<file path="config.mk">
export PLATFORM = sky130hd
export DESIGN_NAME = i2c_byte_master
export DESIGN_NICKNAME = d
export VERILOG_FILES = /design/src/rtl/i2cm_pkg.sv /design/src/rtl/i2cm_bus_mon.sv /design/src/rtl/i2cm_engine.sv /design/src/rtl/i2c_byte_master.sv
export SDC_FILE = /design/constraint.sdc
export NUM_CORES = 1
export LEC_CHECK = 0
export CAP_MARGIN = 20
export CORE_MARGIN = 1.5
export CORE_UTILIZATION = 30
export CTS_CLUSTER_SIZE = 16
export DETAILED_ROUTE_END_ITERATION = 6
export GPL_TIMING_DRIVEN = 0
export PLACE_DENSITY = 0.58
export RECOVER_POWER = 50
export SYNTH_ARGS = -nofsm -noshare
export SYNTH_HDL_FRONTEND = slang
export SYNTH_SLANG_ARGS = --single-unit
</file>
<file path="constraint.sdc">
create_clock -name clk_i -period 2 [get_ports clk_i]
set_clock_uncertainty 0.05 [all_clocks]
set_input_delay 0.4 -clock clk_i [delete_from_list [all_inputs] [get_ports clk_i]]
set_output_delay 0.4 -clock clk_i [all_outputs]
set_load 0.01 [all_outputs]
</file>
<file path="src/rtl/i2cm_pkg.sv">
package i2cm_pkg;
  localparam int unsigned REG_AW = 3;
  localparam int unsigned BYTE_W = 8;

  localparam logic [REG_AW-1:0] A_PRESC = 3'd0;
  localparam logic [REG_AW-1:0] A_CTRL  = 3'd2;
  localparam logic [REG_AW-1:0] A_STAT  = 3'd3;
  localparam logic [REG_AW-1:0] A_DATA  = 3'd4;
  localparam logic [REG_AW-1:0] A_IDLE  = 3'd5;

  typedef enum logic [2:0] {
    S_IDLE, S_START, S_HOLD, S_BIT_L, S_BIT_H, S_STOP_L, S_STOP_H
  } eng_state_e;
endpackage

</file>
<file path="src/rtl/i2cm_bus_mon.sv">
module i2cm_bus_mon (
  input  logic clk_i,
  input  logic rst_ni,
  input  logic scl_i,
  input  logic sda_i,
  output logic busy_o,
  output logic busy_fall_o
);
  logic scl_q, sda_q, busy_prev_q;
  logic start_det, stop_det;

  assign start_det = scl_i & scl_q & sda_q & ~sda_i;
  assign stop_det  = scl_i & scl_q & ~sda_q & sda_i;

  always_ff @(posedge clk_i or negedge rst_ni) begin
    if (!rst_ni) begin
      scl_q       <= 1'b1;
      sda_q       <= 1'b1;
      busy_o      <= 1'b0;
      busy_prev_q <= 1'b0;
    end else begin
      scl_q       <= scl_i;
      sda_q       <= sda_i;
      busy_prev_q <= busy_o;
      if (start_det)     busy_o <= 1'b1;
      else if (stop_det) busy_o <= 1'b0;
    end
  end

  assign busy_fall_o = busy_prev_q & ~busy_o;
endmodule

</file>
<file path="src/rtl/i2cm_engine.sv">
module i2cm_engine
  import i2cm_pkg::*;
#(
  parameter int unsigned PRESC_W = 8
) (
  input  logic               clk_i,
  input  logic               rst_ni,
  input  logic [PRESC_W-1:0] presc_i,
  input  logic               msel_i,
  input  logic               tx_i,
  input  logic               txak_i,
  input  logic               bus_busy_i,
  input  logic               launch_i,
  input  logic [BYTE_W-1:0]  tx_byte_i,
  input  logic               sda_i,
  output logic               scl_oe_o,
  output logic               sda_oe_o,
  output logic               hold_o,
  output logic               in_bits_o,
  output logic               byte_done_o,
  output logic               rx_ack_o,
  output logic [BYTE_W-1:0]  rx_byte_o
);
  localparam int unsigned IDX_W = $clog2(BYTE_W + 1);
  localparam logic [IDX_W-1:0] ACK_IDX = IDX_W'(BYTE_W);

  eng_state_e st_q, st_d;
  logic [PRESC_W-1:0] cnt_q;
  logic [BYTE_W-1:0]  sh_q;
  logic [IDX_W-1:0]   idx_q;
  logic               dir_tx_q;
  logic               timed, tick, drv_bit;

  assign timed = (st_q != S_IDLE) && (st_q != S_HOLD);
  assign tick  = timed && (cnt_q == '0);

  always_comb begin
    st_d = st_q;
    case (st_q)
      S_IDLE:   if (msel_i && !bus_busy_i) st_d = S_START;
      S_START:  if (tick) st_d = S_HOLD;
      S_HOLD:   if (!msel_i) st_d = S_STOP_L;
                else if (launch_i) st_d = S_BIT_L;
      S_BIT_L:  if (tick) st_d = S_BIT_H;
      S_BIT_H:  if (tick) st_d = (idx_q == ACK_IDX) ? S_HOLD : S_BIT_L;
      S_STOP_L: if (tick) st_d = S_STOP_H;
      S_STOP_H: if (tick) st_d = S_IDLE;
      default:  st_d = S_IDLE;
    endcase
  end

  always_ff @(posedge clk_i or negedge rst_ni) begin
    if (!rst_ni) begin
      st_q      <= S_IDLE;
      cnt_q     <= '0;
      sh_q      <= '0;
      idx_q     <= '0;
      dir_tx_q  <= 1'b1;
      rx_ack_o  <= 1'b0;
      rx_byte_o <= '0;
    end else begin
      st_q  <= st_d;
      cnt_q <= (st_d != st_q || !timed) ? presc_i : cnt_q - 1'b1;
      if (st_q == S_HOLD && msel_i && launch_i) begin
        sh_q     <= tx_byte_i;
        idx_q    <= '0;
        dir_tx_q <= tx_i;
      end
      if (st_q == S_BIT_H && tick) begin
        if (idx_q == ACK_IDX) begin
          idx_q <= '0;
          if (dir_tx_q) rx_ack_o  <= sda_i;
          else          rx_byte_o <= sh_q;
        end else begin
          sh_q  <= {sh_q[BYTE_W-2:0], sda_i};
          idx_q <= idx_q + 1'b1;
        end
      end
    end
  end

  // data bits: drive only when sending; ack slot: drive only when receiving
  assign drv_bit = (idx_q == ACK_IDX) ? (!dir_tx_q && !txak_i)
                                      : (dir_tx_q && !sh_q[BYTE_W-1]);

  always_comb begin
    scl_oe_o = 1'b0;
    sda_oe_o = 1'b0;
    case (st_q)
      S_START:  sda_oe_o = 1'b1;
      S_HOLD:   scl_oe_o = 1'b1;
      S_BIT_L:  begin scl_oe_o = 1'b1; sda_oe_o = drv_bit; end
      S_BIT_H:  sda_oe_o = drv_bit;
      S_STOP_L: begin scl_oe_o = 1'b1; sda_oe_o = 1'b1; end
      S_STOP_H: sda_oe_o = 1'b1;
      default:  ;
    endcase
  end

  assign hold_o      = (st_q == S_HOLD);
  assign in_bits_o   = (st_q == S_BIT_L) || (st_q == S_BIT_H);
  assign byte_done_o = (st_q == S_BIT_H) && tick && (idx_q == ACK_IDX);
endmodule

</file>
<file path="src/rtl/i2c_byte_master.sv">
module i2c_byte_master
  import i2cm_pkg::*;
#(
  parameter int unsigned PRESC_W = 8
) (
  input  logic              clk_i,
  input  logic              rst_ni,
  input  logic [REG_AW-1:0] reg_addr_i,
  input  logic [BYTE_W-1:0] reg_wdata_i,
  input  logic              reg_we_i,
  input  logic              reg_re_i,
  output logic [BYTE_W-1:0] reg_rdata_o,
  input  logic              scl_i,
  input  logic              sda_i,
  output logic              scl_oe_o,
  output logic              sda_oe_o,
  output logic              irq_o
);
  logic [PRESC_W-1:0] presc_q;
  logic ie_q, msel_q, tx_q, txak_q, flag_q, idle_en_q;
  logic busy, busy_fall, hold, in_bits, byte_done, rx_ack;
  logic [BYTE_W-1:0] rx_byte;
  logic wr_data, rd_data, launch;

  assign wr_data = reg_we_i && (reg_addr_i == A_DATA);
  assign rd_data = reg_re_i && (reg_addr_i == A_DATA);
  assign launch  = hold && (tx_q ? wr_data : rd_data);

  always_ff @(posedge clk_i or negedge rst_ni) begin
    if (!rst_ni) begin
      presc_q   <= '0;
      ie_q      <= 1'b0;
      msel_q    <= 1'b0;
      tx_q      <= 1'b0;
      txak_q    <= 1'b0;
      idle_en_q <= 1'b0;
      flag_q    <= 1'b0;
    end else begin
      if (reg_we_i) begin
        case (reg_addr_i)
          A_PRESC: presc_q <= PRESC_W'(reg_wdata_i);
          A_CTRL: begin
            ie_q   <= reg_wdata_i[7];
            msel_q <= reg_wdata_i[5];
            tx_q   <= reg_wdata_i[4];
            txak_q <= reg_wdata_i[3];
          end
          A_IDLE:  idle_en_q <= reg_wdata_i[7];
          default: ;
        endcase
      end
      // set beats software clear
      if (byte_done || (busy_fall && idle_en_q)) flag_q <= 1'b1;
      else if (reg_we_i && reg_addr_i == A_STAT && reg_wdata_i[1]) flag_q <= 1'b0;
    end
  end

  always_comb begin
    reg_rdata_o = '0;
    case (reg_addr_i)
      A_PRESC: reg_rdata_o = BYTE_W'(presc_q);
      A_CTRL:  reg_rdata_o = {ie_q, 1'b0, msel_q, tx_q, txak_q, 3'b000};
      A_STAT:  reg_rdata_o = {2'b00, busy, 3'b000, flag_q, rx_ack};
      A_DATA:  reg_rdata_o = rx_byte;
      A_IDLE:  reg_rdata_o = {idle_en_q, 7'd0};
      default: ;
    endcase
  end

  assign irq_o = flag_q & ie_q;

  i2cm_bus_mon u_mon (
    .clk_i       (clk_i),
    .rst_ni      (rst_ni),
    .scl_i       (scl_i),
    .sda_i       (sda_i),
    .busy_o      (busy),
    .busy_fall_o (busy_fall)
  );

  i2cm_engine #(.PRESC_W(PRESC_W)) u_eng (
    .clk_i       (clk_i),
    .rst_ni      (rst_ni),
    .presc_i     (presc_q),
    .msel_i      (msel_q),
    .tx_i        (tx_q),
    .txak_i      (txak_q),
    .bus_busy_i  (busy),
    .launch_i    (launch),
    .tx_byte_i   (reg_wdata_i),
    .sda_i       (sda_i),
    .scl_oe_o    (scl_oe_o),
    .sda_oe_o    (sda_oe_o),
    .hold_o      (hold),
    .in_bits_o   (in_bits),
    .byte_done_o (byte_done),
    .rx_ack_o    (rx_ack),
    .rx_byte_o   (rx_byte)
  );
endmodule

</file>
Word level (Yosys, flattened, before mapping) --
Cells that the tools add are included.
Cells by class: equality and inequality tests 13, add/subtract/negate cells 2, reductions and logical operators 37, mux-type cells 26, bitwise logic cells 11
Operators by type and width (number):
- $pmux W8 S5 | 1
- $mux W8 | 4
- $mux W3 | 8
- $pmux W3 S7 | 1
- $eq A3 B3 Y1 const B | 5
- $logic_and A1 B1 Y1 | 15
- $eq A3 B2 Y1 const B | 4
- $mux W4 | 3
- $logic_not A8 Y1 | 1
- $mux W1 | 8
- $sub A8 B1 Y8 const B | 1
- $and A1 B1 Y1 | 7
- $logic_not A3 Y1 | 2
- $reduce_and A2 Y1 | 3
- $reduce_and A3 Y1 | 2
- $reduce_bool A2 Y1 | 3
- $reduce_or A3 Y1 | 2
- $logic_not A1 Y1 | 5
- $add A4 B1 Y4 const B | 1
- $eq A4 B4 Y1 const B | 1
- $not A1 Y1 | 4
- $eq A3 B1 Y1 const B | 1
- $ne A3 B2 Y1 const B | 1
- $ne A3 B3 Y1 | 1
- other kinds (4) | 5
Word-level totals: output and inout port bits 11, bits of input ports 17, bits in registers 51

Longest topological paths before layout --
depth in word-level cells 10, mapped depth 7, depth with buffers taken out 6

Hierarchy --
A second synthesis with hierarchy kept.
Unflattened totals: cell total of the unflattened synthesis 262, area, all modules 2821.5 µm²
Modules (own cells, without submodules):
- i2cm_engine | instances 1, seq. area each 827.0 µm², area an instance 1856.8 µm², cells an instance 178
- i2c_byte_master | instances 1, seq. area each 350.3 µm², area an instance 818.3 µm², cells an instance 74
- i2cm_bus_mon | instances 1, seq. area each 102.6 µm², area an instance 146.4 µm², cells an instance 10

Worst setup path before layout --
No wires, ideal clock.
path kind input port to flip-flop, start point input reg_addr_i[1], end point register presc_q[0], arrival 1.792 ns, slack 0.033 ns, cell stages on the path 5, path buffers 2, required time 1.825 ns, cells stage by stage buf_2 > or2_2 > clkbuf_1 > nor3b_2 > mux2_2
On the way: word-level cells in the longest chain between the ends 2
Ends and longest elaborated chain:
- start, declared | RTL line i2c_byte_master.sv:8 | input logic [REG_AW-1:0] reg_addr_i,
- $logic_not A3 Y1 | RTL line i2c_byte_master.sv:40 | case (reg_addr_i)
- $reduce_and A2 Y1 (no source line)
- end signal, assigned | RTL line i2c_byte_master.sv:41 | A_PRESC: presc_q <= PRESC_W'(reg_wdata_i);
- end, declared | RTL line i2c_byte_master.sv:19 | logic [PRESC_W-1:0] presc_q;
No other way between the ends. A chain may end at the register's enable or synchronous reset.

Worst setup path after layout --
start point register u_eng.idx_q[0], end point output sda_oe_o
On the way: word-level cells in the longest chain between the ends 3
Ends and longest elaborated chain:
- start, declared | RTL line i2cm_engine.sv:30 | logic [IDX_W-1:0] idx_q;
- start signal, assigned | RTL line i2cm_engine.sv:76 | idx_q <= idx_q + 1'b1;
- $eq A4 B4 Y1 | RTL line i2cm_engine.sv:83 | assign drv_bit = (idx_q == ACK_IDX) ? (!dir_tx_q && !txak_i)
- $mux W1 | RTL line i2cm_engine.sv:83
- $pmux W1 S2 | RTL line i2cm_engine.sv:89 | case (st_q)
- end, declared | RTL line i2c_byte_master.sv:16 | output logic sda_oe_o,
No other way between the ends.

==> impl_metrics.csv <==
group,metric,value,unit
worst_setup_path,cp_data_arrival_time,1.61,ns
sta,maxSlewViolCount,0,
synth,syn_inst,246,
synth,synth_top_family_by_area,"multiplexers",
placement,io_buffers,25,
sta,rsz0062_at_grt,"yes",
global_route,grt_pass1_vias,2004,
sta,fin_crit,2.06,ns
route,vias_per_cell,4.95,
synth,yosys_most_used_dff,"dfrtp_1",
die,core,0.00834,mm2
synth,synth.mux.area_fraction,0.170,
synth,seq_area_frac_synth,0.486,
synth,synth_edf_count,0,
placement,dp_slack,-1.06,ns
global_route,grt_max_degree,40,
worst_setup_path,cp_max_fo,3,
cells_and_area,drive_above_1_share,0.284,
worst_setup_path,critPathRequiredTime,1.55,ns
clock_network,cts_root_buffer,"clkbuf_8",
route,num_vias,2001,
cells_and_area,num_antenna_cells,0,
worst_setup_path,cp_slowest_cell,"dfrtp_1",
synth,synth-compound-area-share,0.109,
worst_setup_path,worstSetupPathType,"flop to output pin",
synth,synth_most_common_cell,"dfrtp_1",
power_and_ir_drop,ir_worst_vdd,0.000315,V
die,rows,33,
global_route,grt_pass1_wl,10500,um
cells_and_area,nFillCells,836,
placement,gp_congestion,0.814,
cells_and_area,final_cells,404,
worst_setup_path,reg2reg_to,"u_eng.rx_byte_o[3]",
sta,timing.final.ws_setup,-0.0575,ns
cells_and_area,regArea,0.00128,mm2
die,chipHeight,96.7,um
sta,finalSetupViolations,1,
power_and_ir_drop,power_density,954,mW/mm2
synth,netlist.area_leader.share,0.456,
worst_setup_path,worst_setup_path_end_kind,"output pin",
power_and_ir_drop,p_switching,1.13,mW
worst_setup_path,crit_start,"u_eng.idx_q[0]",
power_and_ir_drop,switching_share,0.356,
clock_network,path_clk_slew,0.10,ns
synth,syn_nets,267,
die,dieArea,0.00935,mm2
synth,syn-cell-area,0.00263,mm2
sta,fin_crit_sh,1.03,
global_route,grt_overflow,0,
clock_network,cts_buffers,5,
synth,synth_area_leaders,"dfrtp_1 46%, mux2i_1 6.8%, mux2_2 5.6%, mux2_4 4.6%, nor2_1 4.3%",
route,dr.pass1.iters,4,
route,route.final.wire_length,6370,um
synth,ys_types,50,
cells_and_area,multi_input_area,0.00132,mm2
synth,synth_simple_gate_area_frac,0.164,
clock_network,cts_tree,"built",
route,drc_errors,0,
sta,max_freq,486,MHz
worst_setup_path,start_kind,"flop",
power_and_ir_drop,pwr-share-seq,0.475,
synth,async_reset_ff_frac,1.00,
power_and_ir_drop,p_leak,1.47,nW
power_and_ir_drop,power_frac_comb,0.331,
clock_network,clk_path_buf_depth,2,
clock_network,cts_sinks,51,
cells_and_area,area_delta_synth_final,25.9,%
worst_setup_path,reg2reg_from,"u_eng.cnt_q[0]",
placement,dp_hpwl,4560,um
worst_setup_path,path_buf_inv,2,
clock_network,cts_htree_levels,2,
synth,synth-xor-area-share,0.0166,
worst_setup_path,worstRegToRegCells,7,
worst_hold_path,hold_class,"flop to flop",
clock_network,clk_latency,0.31,ns
synth,synth_common_cells,"48 x dfrtp_1, 30 x nor2_1, 18 x mux2i_1",
synth,ys_warn_count,0,
worst_setup_path,cp_cell_sequence,"inv_1, ha_2, nand3b_1, nor3b_2, o22ai_1, nand3_1, buf_2",
sta,maxSlewHeadroom,0.490,
worst_setup_path,crit_path_end,"sda_oe_o",
die,die_w,96.7,um
route,drt.antenna.violating_nets,0,
worst_setup_path,worst-path-stages,7,
outcome,status,"finished, violations left",
synth,syn_avg_cell_area,10.7,um2
sta,whs,0.432,ns
synth,ys_ff_latch,51,
route,post_drt_wl_per_cell,15.8,um
route,drtIter0Drc,86,
placement,place_area,0.00303,mm2
worst_hold_path,whs_path_depth,0,
worst_setup_path,rrSetupSlack,0.04,ns
power_and_ir_drop,power.internal,2.04,mW
flow_run,drv_cap,0,
placement,dp_cells,377,
cells_and_area,nNetsFinal,319,
outcome,failed_checks,"setup timing",
global_route,antenna_found_initial,0,
worst_setup_path,cpLargestDelayFamily,"simple AND/OR/NAND/NOR gates",
power_and_ir_drop,clkPwrFrac,0.194,
worst_setup_path,slowest_delay,0.39,ns
global_route,grt_use_total,0.142,
sta,tightest_slew,0.762,ns
die,ios,28,
synth,synth_fa_ha_area_frac,0.0190,
sta,hold_viol,0,
cells_and_area,stdcell_area,0.00332,mm2
die,start_util,0.316,
synth,yosys.area.top_type,"dfrtp_1",
repair_timing:
action	4_1_cts	5_1_grt
gates resized for setup	41	12
pin swaps	4	3
setup endpoints to repair	42	32
hold buffers	1	0
endpoints found under the hold margin	9	0
setup buffers	13	9
power groups by stage:
stage | clock network (mW) | logic [mW] | registers, mW
2_1_floorplan | 0 | 0.602 | 1.44
3_3_place_gp | 0 | 0.861 | 1.50
3_5_place_dp | 0 | 0.889 | 1.52
4_1_cts | 0.629 | 0.959 | 1.50
5_1_grt | 0.666 | 1.17 | 1.53
6_report | 0.613 | 1.05 | 1.50
kinds of logic (layout without fill, tap and decap cells):
| group | count (synthesis) | count (layout) |
|---|---|---|
| XOR/XNOR | 5 | 5 |
| AND/OR/NAND/NOR | 78 | 78 |
| buffers and inverters | 21 | 74 |
| multiplexers | 39 | 39 |
| AO/OA/AOI/OAI | 48 | 48 |
| adder cells (fa/ha/maj) | 4 | 4 |
| flip-flops | 51 | 51 |
final cells by class:
class | count | area share
sequential | 51 | 0.387
buffer | 10 | 0.0226
clock inverter | 3 | 0.00566
inverter | 9 | 0.0102
multi-input combinational | 174 | 0.397
tap | 105 | 0.0396
timing repair buffer | 47 | 0.117
clock buffer | 5 | 0.0208
metrics by stage:
| stage | util | power (mW) | setup TNS (ns) |
|---|---|---|---|
| 4_1_cts | 0.390 | 3.09 | -0.0551 |
| 5_1_grt | 0.398 | 3.37 | -3.12 |
| 2_1_floorplan | - | 2.04 | 0 |
| 3_5_place_dp | 0.363 | 2.40 | -21.58 |
| 6_report | 0.398 | 3.16 | -0.0575 |
| 3_3_place_gp | 0.362 | 2.36 | -76.61 |
per-layer routing:
metal | GRT usage | share of wire | up-vias
met5 | 0 | 0 | -
met4 | 0.0390 | 0.016 | 0
met3 | 0.0246 | 0.025 | 8
met2 | 0.228 | 0.47 | 27
met1 | 0.196 | 0.49 | 997
li1 | - | - | 969
worst min path at each step:
stage	start	to	slack, ns
final	u_mon.busy_o	u_mon.busy_prev_q	0.43
after global routing	u_mon.busy_o	u_mon.busy_prev_q	0.47
after CTS	u_mon.busy_o	u_mon.busy_prev_q	0.44
after detailed placement	rst_ni	u_eng.idx_q[3]	0.27
after global placement	u_eng.idx_q[3]	u_eng.idx_q[3]	0.44
after floorplan	rst_ni	flag_q	0.05
layout by cell type, fill, tap and decap left out, types with 3 or more instances in the layout:
cell type and n:
o21ai_0 8, buf_2 4, xor2_1 3, nand2_1 15, a21oi_1 17, nor3b_2 3, nor3_1 4, clkbuf_1 3
nand3_1 3, dfrtp_2 3, mux2i_1 18, a21o_1 3, dlygate4sd3_1 3, dlygate4sd2_1 8, clkdlybuf4s50_1 11, mux2_4 8
buf_4 20, nor2_1 30, clkbuf_4 3, dfstp_2 3, o21ai_1 4, dfrtp_1 45, and3_1 3, inv_1 7
mux2_2 13, clkbuf_8 5
sequential cells by signal, summed over array words and instances (netlist names), 3 cells and up:
| name | count |
|---|---|
| u_eng.rx_byte_o | 8 |
| u_eng.idx_q | 4 |
| u_eng.st_q | 3 |
| presc_q | 8 |
| u_eng.cnt_q | 8 |
| u_eng.sh_q | 8 |
Note: power is estimated with default switching activity, not from simulation.
